<file path="config.mk">
export PLATFORM = sky130hd
export DESIGN_NAME = sar_serial_reader
export DESIGN_NICKNAME = d
export VERILOG_FILES = /design/src/rtl/sar_rd_pkg.sv /design/src/rtl/sar_rd_clkgen.sv /design/src/rtl/sar_rd_seq.sv /design/src/rtl/sar_rd_capture.sv /design/src/rtl/sar_serial_reader.sv
export SDC_FILE = /design/constraint.sdc
export NUM_CORES = 1
export LEC_CHECK = 0
export BUFFER_PORTS_ARGS = -buffer_cell sky130_fd_sc_hd__buf_2
export CORE_UTILIZATION = 50
export DETAILED_ROUTE_END_ITERATION = 16
export HOLD_SLACK_MARGIN = 0.06
export PLACE_DENSITY = 0.69
export SYNTH_ARGS = -nofsm -noshare
export SYNTH_HDL_FRONTEND = slang
export SYNTH_SLANG_ARGS = --single-unit
</file>
<file path="constraint.sdc">
create_clock -name clk -period 6.55 [get_ports clk]
set_input_delay 0.3275 -clock clk [delete_from_list [all_inputs] [get_ports clk]]
set_output_delay 0.3275 -clock clk [all_outputs]
set_load 0.05 [all_outputs]
</file>
<file path="src/rtl/sar_rd_pkg.sv">
package sar_rd_pkg;

  typedef enum logic [1:0] {
    SEQ_IDLE  = 2'd0,
    SEQ_RUN   = 2'd1,
    SEQ_GUARD = 2'd2
  } seq_state_e;

  // Rising-edge numbering inside a frame, counted from 1 after chip-select falls.
  function automatic int edge_msb_first(int sample_clks);
    return sample_clks + 2;              // sampling edges, then the null bit
  endfunction

  function automatic int edge_msb_last(int sample_clks, int data_w);
    return edge_msb_first(sample_clks) + data_w - 1;
  endfunction

  function automatic int edge_norm_last(int sample_clks, int data_w);
    return edge_msb_last(sample_clks, data_w) + 2;   // two pad bits
  endfunction

  function automatic int edge_rep_first(int sample_clks, int data_w);
    return edge_norm_last(sample_clks, data_w) + 2;  // leading zero of replay
  endfunction

  function automatic int edge_rep_last(int sample_clks, int data_w);
    return edge_rep_first(sample_clks, data_w) + data_w - 1;
  endfunction

endpackage

</file>
<file path="src/rtl/sar_rd_clkgen.sv">
module sar_rd_clkgen #(
  parameter int HALF_DIV    = 20,
  parameter int SYS_CLK_MHZ = 100
) (
  input  logic clk,
  input  logic rst,
  input  logic run,
  output logic sclk,
  output logic rise_evt,
  output logic fall_evt
);
  localparam int HALF_NS     = (HALF_DIV * 1000) / SYS_CLK_MHZ;
  localparam int MIN_HALF_NS = 200;
  localparam int MAX_HALF_NS = 20833;
  localparam int CNT_W       = $clog2(HALF_DIV + 1);
  localparam logic [CNT_W-1:0] CNT_LAST = CNT_W'(HALF_DIV - 1);

  generate
    if (HALF_DIV < 1 || HALF_NS < MIN_HALF_NS || HALF_NS > MAX_HALF_NS) begin : g_bad_div
      $error("sar_rd_clkgen: HALF_DIV gives a half-period outside 200..20833 ns");
    end
  endgenerate

  logic [CNT_W-1:0] div_cnt;
  logic             terminal;

  assign terminal = run && (div_cnt == CNT_LAST);
  assign rise_evt = terminal && !sclk;
  assign fall_evt = terminal && sclk;

  always_ff @(posedge clk) begin
    if (rst || !run) begin
      div_cnt <= '0;
      sclk    <= 1'b0;
    end else if (terminal) begin
      div_cnt <= '0;
      sclk    <= ~sclk;
    end else begin
      div_cnt <= div_cnt + 1'b1;
    end
  end
endmodule

</file>
<file path="src/rtl/sar_rd_seq.sv">
module sar_rd_seq
  import sar_rd_pkg::*;
#(
  parameter int HALF_DIV    = 20,
  parameter int DATA_W      = 14,
  parameter int SAMPLE_CLKS = 5,
  parameter int IDX_W       = 6
) (
  input  logic             clk,
  input  logic             rst,
  input  logic             start,
  input  logic             verify,
  input  logic             rise_evt,
  input  logic             fall_evt,
  output logic             cs_n,
  output logic             run,
  output logic             busy,
  output logic             verify_q,
  output logic [IDX_W-1:0] edge_idx,
  output logic             frame_start,
  output logic             done
);
  localparam int GUARD_CYC = 2 * HALF_DIV;
  localparam int GCNT_W    = $clog2(GUARD_CYC + 1);
  localparam logic [GCNT_W-1:0] GUARD_LAST = GCNT_W'(GUARD_CYC - 1);
  localparam logic [IDX_W-1:0]  LAST_NORM  = IDX_W'(edge_norm_last(SAMPLE_CLKS, DATA_W));
  localparam logic [IDX_W-1:0]  LAST_VER   = IDX_W'(edge_rep_last(SAMPLE_CLKS, DATA_W));

  seq_state_e        state;
  logic [IDX_W-1:0]  rise_cnt;
  logic [GCNT_W-1:0] guard_cnt;
  logic [IDX_W-1:0]  last_edge;

  assign last_edge   = verify_q ? LAST_VER : LAST_NORM;
  assign run         = (state == SEQ_RUN);
  assign busy        = (state != SEQ_IDLE);
  assign frame_start = (state == SEQ_IDLE) && start;
  assign done        = run && fall_evt && (rise_cnt == last_edge);
  assign edge_idx    = rise_cnt + 1'b1;

  always_ff @(posedge clk) begin
    if (rst) begin
      state     <= SEQ_GUARD;
      cs_n      <= 1'b1;
      rise_cnt  <= '0;
      guard_cnt <= '0;
      verify_q  <= 1'b0;
    end else begin
      case (state)
        SEQ_IDLE: begin
          if (start) begin
            state    <= SEQ_RUN;
            cs_n     <= 1'b0;
            rise_cnt <= '0;
            verify_q <= verify;
          end
        end
        SEQ_RUN: begin
          if (rise_evt) rise_cnt <= rise_cnt + 1'b1;
          if (done) begin
            state     <= SEQ_GUARD;
            cs_n      <= 1'b1;
            guard_cnt <= '0;
          end
        end
        SEQ_GUARD: begin
          if (guard_cnt == GUARD_LAST) state <= SEQ_IDLE;
          else guard_cnt <= guard_cnt + 1'b1;
        end
        default: state <= SEQ_GUARD;
      endcase
    end
  end
endmodule

</file>
<file path="src/rtl/sar_rd_capture.sv">
module sar_rd_capture
  import sar_rd_pkg::*;
#(
  parameter int DATA_W      = 14,
  parameter int OUT_W       = 16,
  parameter int SAMPLE_CLKS = 5,
  parameter int IDX_W       = 6
) (
  input  logic              clk,
  input  logic              rst,
  input  logic              rise_evt,
  input  logic [IDX_W-1:0]  edge_idx,
  input  logic              sdo,
  input  logic              frame_start,
  input  logic              done,
  input  logic              verify_q,
  output logic [OUT_W-1:0]  result,
  output logic              valid,
  output logic              mismatch
);
  localparam logic [IDX_W-1:0] MSB_FIRST = IDX_W'(edge_msb_first(SAMPLE_CLKS));
  localparam logic [IDX_W-1:0] MSB_LAST  = IDX_W'(edge_msb_last(SAMPLE_CLKS, DATA_W));
  localparam logic [IDX_W-1:0] REP_FIRST = IDX_W'(edge_rep_first(SAMPLE_CLKS, DATA_W));
  localparam logic [IDX_W-1:0] REP_LAST  = IDX_W'(edge_rep_last(SAMPLE_CLKS, DATA_W));

  logic [DATA_W-1:0] msb_word;
  logic [DATA_W-1:0] lsb_word;
  logic [OUT_W-1:0]  msb_ext;
  logic              in_msb_win;
  logic              in_rep_win;

  assign in_msb_win = (edge_idx >= MSB_FIRST) && (edge_idx <= MSB_LAST);
  assign in_rep_win = verify_q && (edge_idx >= REP_FIRST) && (edge_idx <= REP_LAST);

  generate
    if (OUT_W > DATA_W) begin : g_sext
      assign msb_ext = {{(OUT_W - DATA_W){msb_word[DATA_W-1]}}, msb_word};
    end else begin : g_plain
      assign msb_ext = msb_word[OUT_W-1:0];
    end
  endgenerate

  always_ff @(posedge clk) begin
    if (rst) begin
      msb_word <= '0;
      lsb_word <= '0;
      result   <= '0;
      valid    <= 1'b0;
      mismatch <= 1'b0;
    end else begin
      valid <= done;
      if (frame_start) begin
        msb_word <= '0;
        lsb_word <= '0;
      end else if (rise_evt) begin
        if (in_msb_win) msb_word <= {msb_word[DATA_W-2:0], sdo};
        if (in_rep_win) lsb_word <= {sdo, lsb_word[DATA_W-1:1]};
      end
      if (done) begin
        result <= msb_ext;
        if (verify_q && (lsb_word != msb_word)) mismatch <= 1'b1;
      end
    end
  end
endmodule

</file>
<file path="src/rtl/sar_serial_reader.sv">
module sar_serial_reader
  import sar_rd_pkg::*;
#(
  parameter int HALF_DIV    = 20,
  parameter int SYS_CLK_MHZ = 100,
  parameter int DATA_W      = 14,
  parameter int OUT_W       = 16,
  parameter int SAMPLE_CLKS = 5
) (
  input  logic             clk,
  input  logic             rst,
  input  logic             start_i,
  input  logic             verify_i,
  input  logic             sdo_i,
  output logic             cs_n_o,
  output logic             sclk_o,
  output logic             busy_o,
  output logic [OUT_W-1:0] result_o,
  output logic             result_valid_o,
  output logic             mismatch_o
);
  localparam int IDX_W = $clog2(edge_rep_last(SAMPLE_CLKS, DATA_W) + 2);

  logic             run;
  logic             rise_evt;
  logic             fall_evt;
  logic             verify_q;
  logic [IDX_W-1:0] edge_idx;
  logic             frame_start;
  logic             done;

  sar_rd_clkgen #(
    .HALF_DIV   (HALF_DIV),
    .SYS_CLK_MHZ(SYS_CLK_MHZ)
  ) u_clkgen (
    .clk     (clk),
    .rst     (rst),
    .run     (run),
    .sclk    (sclk_o),
    .rise_evt(rise_evt),
    .fall_evt(fall_evt)
  );

  sar_rd_seq #(
    .HALF_DIV   (HALF_DIV),
    .DATA_W     (DATA_W),
    .SAMPLE_CLKS(SAMPLE_CLKS),
    .IDX_W      (IDX_W)
  ) u_seq (
    .clk        (clk),
    .rst        (rst),
    .start      (start_i),
    .verify     (verify_i),
    .rise_evt   (rise_evt),
    .fall_evt   (fall_evt),
    .cs_n       (cs_n_o),
    .run        (run),
    .busy       (busy_o),
    .verify_q   (verify_q),
    .edge_idx   (edge_idx),
    .frame_start(frame_start),
    .done       (done)
  );

  sar_rd_capture #(
    .DATA_W     (DATA_W),
    .OUT_W      (OUT_W),
    .SAMPLE_CLKS(SAMPLE_CLKS),
    .IDX_W      (IDX_W)
  ) u_capture (
    .clk        (clk),
    .rst        (rst),
    .rise_evt   (rise_evt),
    .edge_idx   (edge_idx),
    .sdo        (sdo_i),
    .frame_start(frame_start),
    .done       (done),
    .verify_q   (verify_q),
    .result     (result_o),
    .valid      (result_valid_o),
    .mismatch   (mismatch_o)
  );
endmodule

</file>
# == Yosys cells after proc, flatten, opt, wreduce, memory -nomap -nowiden ==
# Index checks and enable logic that the tools add are counted.
# totals
reg_bits,66
# op_classes
addsub,3
n_lt_le_gt_ge,4
n_eq_ne,11
mux,14
bitwise,1
n_reduce_logical,27
# op_table
operator,count
$mux 6,5
$pmux 6 s2,2
$ne 14x14->1,1
$add 6x1->6 const B,2
$reduce_and 3->1,4
$logic_and 1x1->1,10
$reduce_and 2->1,4
$eq 6x6->1,1
$eq 6x6->1 const B,1
$ge 6x3->1 const B,1
$ge 6x5->1 const B,1
$le 6x5->1 const B,1
$le 6x6->1 const B,1
$mux 2,3
$ne 2x2->1 const B,3
$pmux 2 s3,1
$reduce_bool 2->1,3
$add 5x1->5 const B,1
$eq 5x5->1 const B,1
$ne 2x1->1 const B,2
$reduce_or 2->1,2
$eq 2x1->1 const B,1
$eq 2x2->1 const B,1
$logic_not 1->1,2
5 further kinds,6

# == Depth between registers and ports, before layout ==
# depth
depth_word,7
mapped_depth,10

# == Cells and area by module ==
# From an unflattened synthesis, not the netlist that was laid out.
# unflattened
hier_cells,296
area_unflattened_um2,2875.3
# modules_own_cells
mod,instances,cells_per_inst,area_each_um2,seq_area_each_um2
sar_rd_capture,1,175,1801.7,880.8
sar_rd_seq,1,96,809.5,320.3
sar_rd_clkgen,1,25,264.0,120.1

# == Least setup slack after synthesis ==
# OpenSTA, ideal clock, no wires.
# synth_path
path_type,register to register
from,register u_clkgen.div_cnt[2]
to,register u_capture.lsb_word[0]
setup_time_ns,0.072
t_arrival_ns,2.017
required_ns,6.478
path_slack_ns,4.461
stages_incl_launch_ff,7
path_buffers,1
path_cell_list,dfxtp_1 > or3b_4 > or4b_4 > nand3b_4 > o32ai_4 > buf_8 > mux2i_1
# synth_between
elab_chain_cells,4
# synth_rtl
element,line,source
from (decl),sar_rd_clkgen.sv:24,logic [CNT_W-1:0] div_cnt;
from (signal assigned),sar_rd_clkgen.sv:39,div_cnt <= div_cnt + 1'b1;
$eq 5x5->1,sar_rd_clkgen.sv:27,assign terminal = run && (div_cnt == CNT_LAST);
$logic_and 1x1->1,sar_rd_clkgen.sv:27,
$logic_and 1x1->1,sar_rd_clkgen.sv:28,assign rise_evt = terminal && !sclk;
$reduce_and 2->1 (no source line),n/a,
to (signal assigned),sar_rd_capture.sv:57,"if (in_rep_win) lsb_word <= {sdo, lsb_word[DATA_W-1:1]};"
to (decl),sar_rd_capture.sv:27,logic [DATA_W-1:0] lsb_word;
# No other way between the ends.
# A chain may end at the register's enable or synchronous reset.

# == Worst setup path in the final report ==
# layout_path
from,register u_seq.state[1]
to,register u_capture.msb_word[1]
# layout_between
elab_chain_cells,4
word_cells_on_any_way,7
# layout_rtl
element,line,source
from (decl),sar_rd_seq.sv:29,seq_state_e state;
from (signal assigned),sar_rd_seq.sv:43,state <= SEQ_GUARD;
from (signal assigned),sar_rd_seq.sv:52,state <= SEQ_RUN;
from (signal assigned),sar_rd_seq.sv:61,state <= SEQ_GUARD;
$eq 2x1->1,sar_rd_seq.sv:35,assign run = (state == SEQ_RUN);
via run,sar_serial_reader.sv:24,logic run;
$logic_and 1x1->1,sar_rd_clkgen.sv:27,
$logic_and 1x1->1,sar_rd_clkgen.sv:28,
$reduce_and 2->1 (no source line),n/a,
to (signal assigned),sar_rd_capture.sv:56,"if (in_msb_win) msb_word <= {msb_word[DATA_W-2:0], sdo};"
to (decl),sar_rd_capture.sv:26,logic [DATA_W-1:0] msb_word;
# The timed path passes the listed nets, and every way through them passes these cells.

==> summary.md <==
| Metric | Value |
|---|---|
| Outcome | completed |
| Wire length of the first global-routing pass | between 9 and 10 mm |
| Number of setup violations in the final report | 0 |
| Total vias in the final route | between 2,000 and 2,500 |
| Number of antenna violations at the first check in global routing | 0 |
| Total track usage | between 20% and 30% |
| Number of sinks driven by the clock tree | 66 |
| Crit path largest cell delay | 0.74 ns |
| FMAX | between 0.3 and 0.4 GHz |
| Iteration-0 DRC count of the detailed router | 115 |
| Worst setup margin | about 3.8 ns |
| Clock buffer count from CTS | 9 |
| Number of buffers on the longest clock path | 2 |
| Worst Setup Start Kind | flip-flop |
| Clock-pin slew reported for the worst setup and hold paths after clock tree synthesis | 0.08 ns |
| Start point of the worst hold path | verify_i |
| Setup total negative slack | 0 ns |
| RSZ-0062 raised after global routing | false |
| Setup crit end kind | flip-flop |
| Syn nets | between 300 and 400 |
| Final HPWL from detailed placement | 4.25 mm |
| Origin of the worst setup path | u_seq.state[1] |
| Area of the placeable core | approximately 6000 um^2 |
| Arrival @ worst endpoint | ~3.1 ns |
| Tmin final | 2.79 ns |
| Distinct cells, synth | 55 |
| Die width | slightly above 80 um |
| Area Overhead vs Synth | 10.2% |
| DRC violation count after routing | 0 |
| Overflow left after global routing | 0 |
| Number of warnings issued by yosys | 0 |
| Average detailed-routed wire length per instance | approximately 13 um |
| CP required | approximately 6.8 ns |
| Top FF cell, synth | sky130_fd_sc_hd__dfxtp_1 |
| Critical Setup Path Class | reg -> reg |
| Number of nets with antenna violations after routing | 0 |
| Post-Route Hold Slack | about 0.26 ns |
| Maximum vdd ir drop | 199 uV |
| Worst relative slew slack | between 40% and 50% |
| Worst setup slack before clock tree synthesis | ~3.8 ns |
| Global routing met1 resource utilization | between 20% and 30% |
| Latest clock arrival within the worst-skew pair | 0.34 ns |
| Post-route clock period utilization | a little over two fifths |
| Count of input and output buffers | 25 |
| Maximum number of pins on one net before global-route repair | 33 |
| Met3 track utilization from global routing | 6.74% |
| Count of flip-flops with a built-in enable after synthesis | 0 |
| Cell count after synthesis | around 350 |
| Final hold violation count | 0 |
| Cells on Worst Hold Path | 3 |
| Number of global-route vias before repair | ~2,100 |
| P_leak | 1.28 nW |
| Number of primary I/O pins | 26 |
| Largest fanout on the critical path | 14 |
| Number of buffers inserted for hold repair after clock tree synthesis | 0 |
| Fraction of synthesized cell area taken by the top area cell type | between 40% and 50% |
| Dominant cells by area after synthesis | sky130_fd_sc_hd__dfxtp_1, sky130_fd_sc_hd__mux2i_1, sky130_fd_sc_hd__nand2_1, sky130_fd_sc_hd__a21oi_1, sky130_fd_sc_hd__ha_1 |
| Most common cell after layout, fill and taps aside | sky130_fd_sc_hd__nand2_1 |
| Slew Limit Fails | 0 |
| Final worst clock skew | between 0.008 and 0.009 ns |
| Floorplan die area | ~6600 um^2 |
| Library cell contributing the largest single delay on the critical path | sky130_fd_sc_hd__and4bb_1 |
| Synthesized area | between 3000 and 4000 um^2 |
| R2r worst-path depth | 7 |
| Library cell occupying the most area in the post-synthesis netlist | sky130_fd_sc_hd__dfxtp_1 |
| Pre-Repair DR Iteration Count | 4 |
| FF+latch count, synth | 66 |
| Startpoint of the worst-slack reg-to-reg timing path | u_seq.state[1] |
| Depth of the CTS H-tree | 3 |
| Proportion of synthesized flip-flops having asynchronous set or reset | 0% |
| Cell at the root of the clock tree | sky130_fd_sc_hd__clkbuf_8 |
| Starting density of the core | around 52% |
| Routability congestion estimate | about 0.80 |
| Part of the Yosys area used for sequential elements | between 40% and 50% |
| Avg Synthesized Cell Area | between 8 and 9 um^2 |
| Hold Crit Class | in -> reg |
| Post-CTS sizing | 0 |
| Routed vias/inst | about 5.3 |
| CTS tree | done |
| Slew of the pin with the lowest slew margin | about 0.87 ns |
| Total power density per cell area | 277 nW/um^2 |
| Count of inserted antenna diode cells | 0 |
| # nets final | roughly 380 |
| GR Util met2 | between 20% and 30% |
| Commonest non-fill, non-tap cells in the layout | sky130_fd_sc_hd__nand2_1, sky130_fd_sc_hd__dfxtp_1, sky130_fd_sc_hd__mux2i_1, sky130_fd_sc_hd__a21oi_1, sky130_fd_sc_hd__buf_2 |
| Critical Path, Cell by Cell | inv_1 > ha_1 > nand2_1 > or3_1 > nor3b_1 > and4bb_1 > mux2i_1 |
| Count of fill cells added during filler insertion | between 500 and 600 |
| Post-CTS Setup Inserts | 0 |
| MaxCap Viol Count | 0 |
| Chip Height | slightly above 80 um |
| Busiest layer in global routing | met2 |
| Count of standard-cell rows | 28 |
| Fraction of final layout cells with drive strength greater than 1 | between 10% and 20% |
| Wirelength, routed | just over 6 mm |
## path summary, 6_finish.rpt
path,end,slack [ns]
worst max-delay path,u_capture.msb_word[1],3.76
worst min-delay path,u_seq.verify_q,0.26
worst max register to register,u_capture.msb_word[1],3.76
worst min register to register,u_capture.result[10],0.45
## metal layers
metal,part of all wire [%],up-vias
met5,0,-
met1,52,1093
li1,-,1254
met3,3.7,8
met4,1.1,0
met2,43,41
## metrics by stage
stage / instance area, um^2 / total power, W / utilization (%) / cells
3_5_place_dp: 3240 / 0.000618 / 54.4 / 432
6_report: 3440 / 0.000954 / 57.8 / 448
5_1_grt: 3440 / 0.00101 / 57.8 / 448
4_1_cts: 3440 / 0.000962 / 57.8 / 448
3_3_place_gp: 3240 / 0.000613 / 54.4 / 432
2_1_floorplan: 3120 / 0.000576 / - / 351
## power by group
part / switching, W / total (W) / internal (W)
sequential: 0.0000120 / 0.000426 / 0.000414
clock: 0.000166 / 0.000345 / 0.000179
combinational: 0.000121 / 0.000183 / 0.0000619
## logic make-up (layout without fill, tap and decap cells)
logic type,after synthesis,count (layout),share of synthesized area [%]
AND/OR/NAND/NOR,137,137,21.4
flip-flops,66,66,42.3
AO/OA/AOI/OAI,58,58,12.0
multiplexers,31,31,10.0
buffers and inverters,29,51,4.73
XOR/XNOR,21,21,5.89
adder cells (fa/ha/maj),9,9,3.61
## Yosys cell counts, drive strengths merged, types with 2 or more instances
| cell type | instances |
|---|---|
| mux2 | 2 |
| nor2b | 2 |
| xnor2 | 12 |
| nand2 | 76 |
| or2 | 2 |
| nand4 | 7 |
| a21o | 2 |
| nor3 | 2 |
| nor4bb | 2 |
| or3b | 2 |
| nand2b | 2 |
| nand3b | 2 |
| nor3b | 2 |
| inv | 9 |
| nor2 | 16 |
| buf | 10 |
| clkbuf | 10 |
| ha | 9 |
| nor4 | 2 |
| or4 | 2 |
| or3 | 2 |
| o21a | 3 |
| xor2 | 9 |
| o21ai | 10 |
| nand3 | 11 |
| a21oi | 30 |
| mux2i | 29 |
| dfxtp | 66 |
## state kept, by name, summed over array words and instances (netlist names), 2 cells and up
register,cells
u_capture.msb_word,14
u_clkgen.div_cnt,5
u_seq.guard_cnt,6
u_capture.result,14
u_seq.rise_cnt,6
u_capture.lsb_word,14
u_seq.state,2
## cell type report
type / instances / area [um^2] / share of cell area [%]
Multi-Input combinational cell: 256 / 1660 / 48.1
Tap cell: 75 / 93.8 / 2.73
Clock buffer: 9 / 124 / 3.60
Inverter: 9 / 33.8 / 0.982
Clock inverter: 7 / 78.8 / 2.29
Sequential cell: 66 / 1320 / 38.4
Timing Repair Buffer: 26 / 133 / 3.85
## critical path: cells and delay by family (launching register included)
kind / cells / cell delay [ns]
buffers and inverters: 1 / 0.09
flip-flops: 1 / 0.33
AND/OR/NAND/NOR: 4 / 1.59
adder cells (fa/ha/maj): 1 / 0.44
multiplexers: 1 / 0.27
Power figures use the tool's default switching activity.
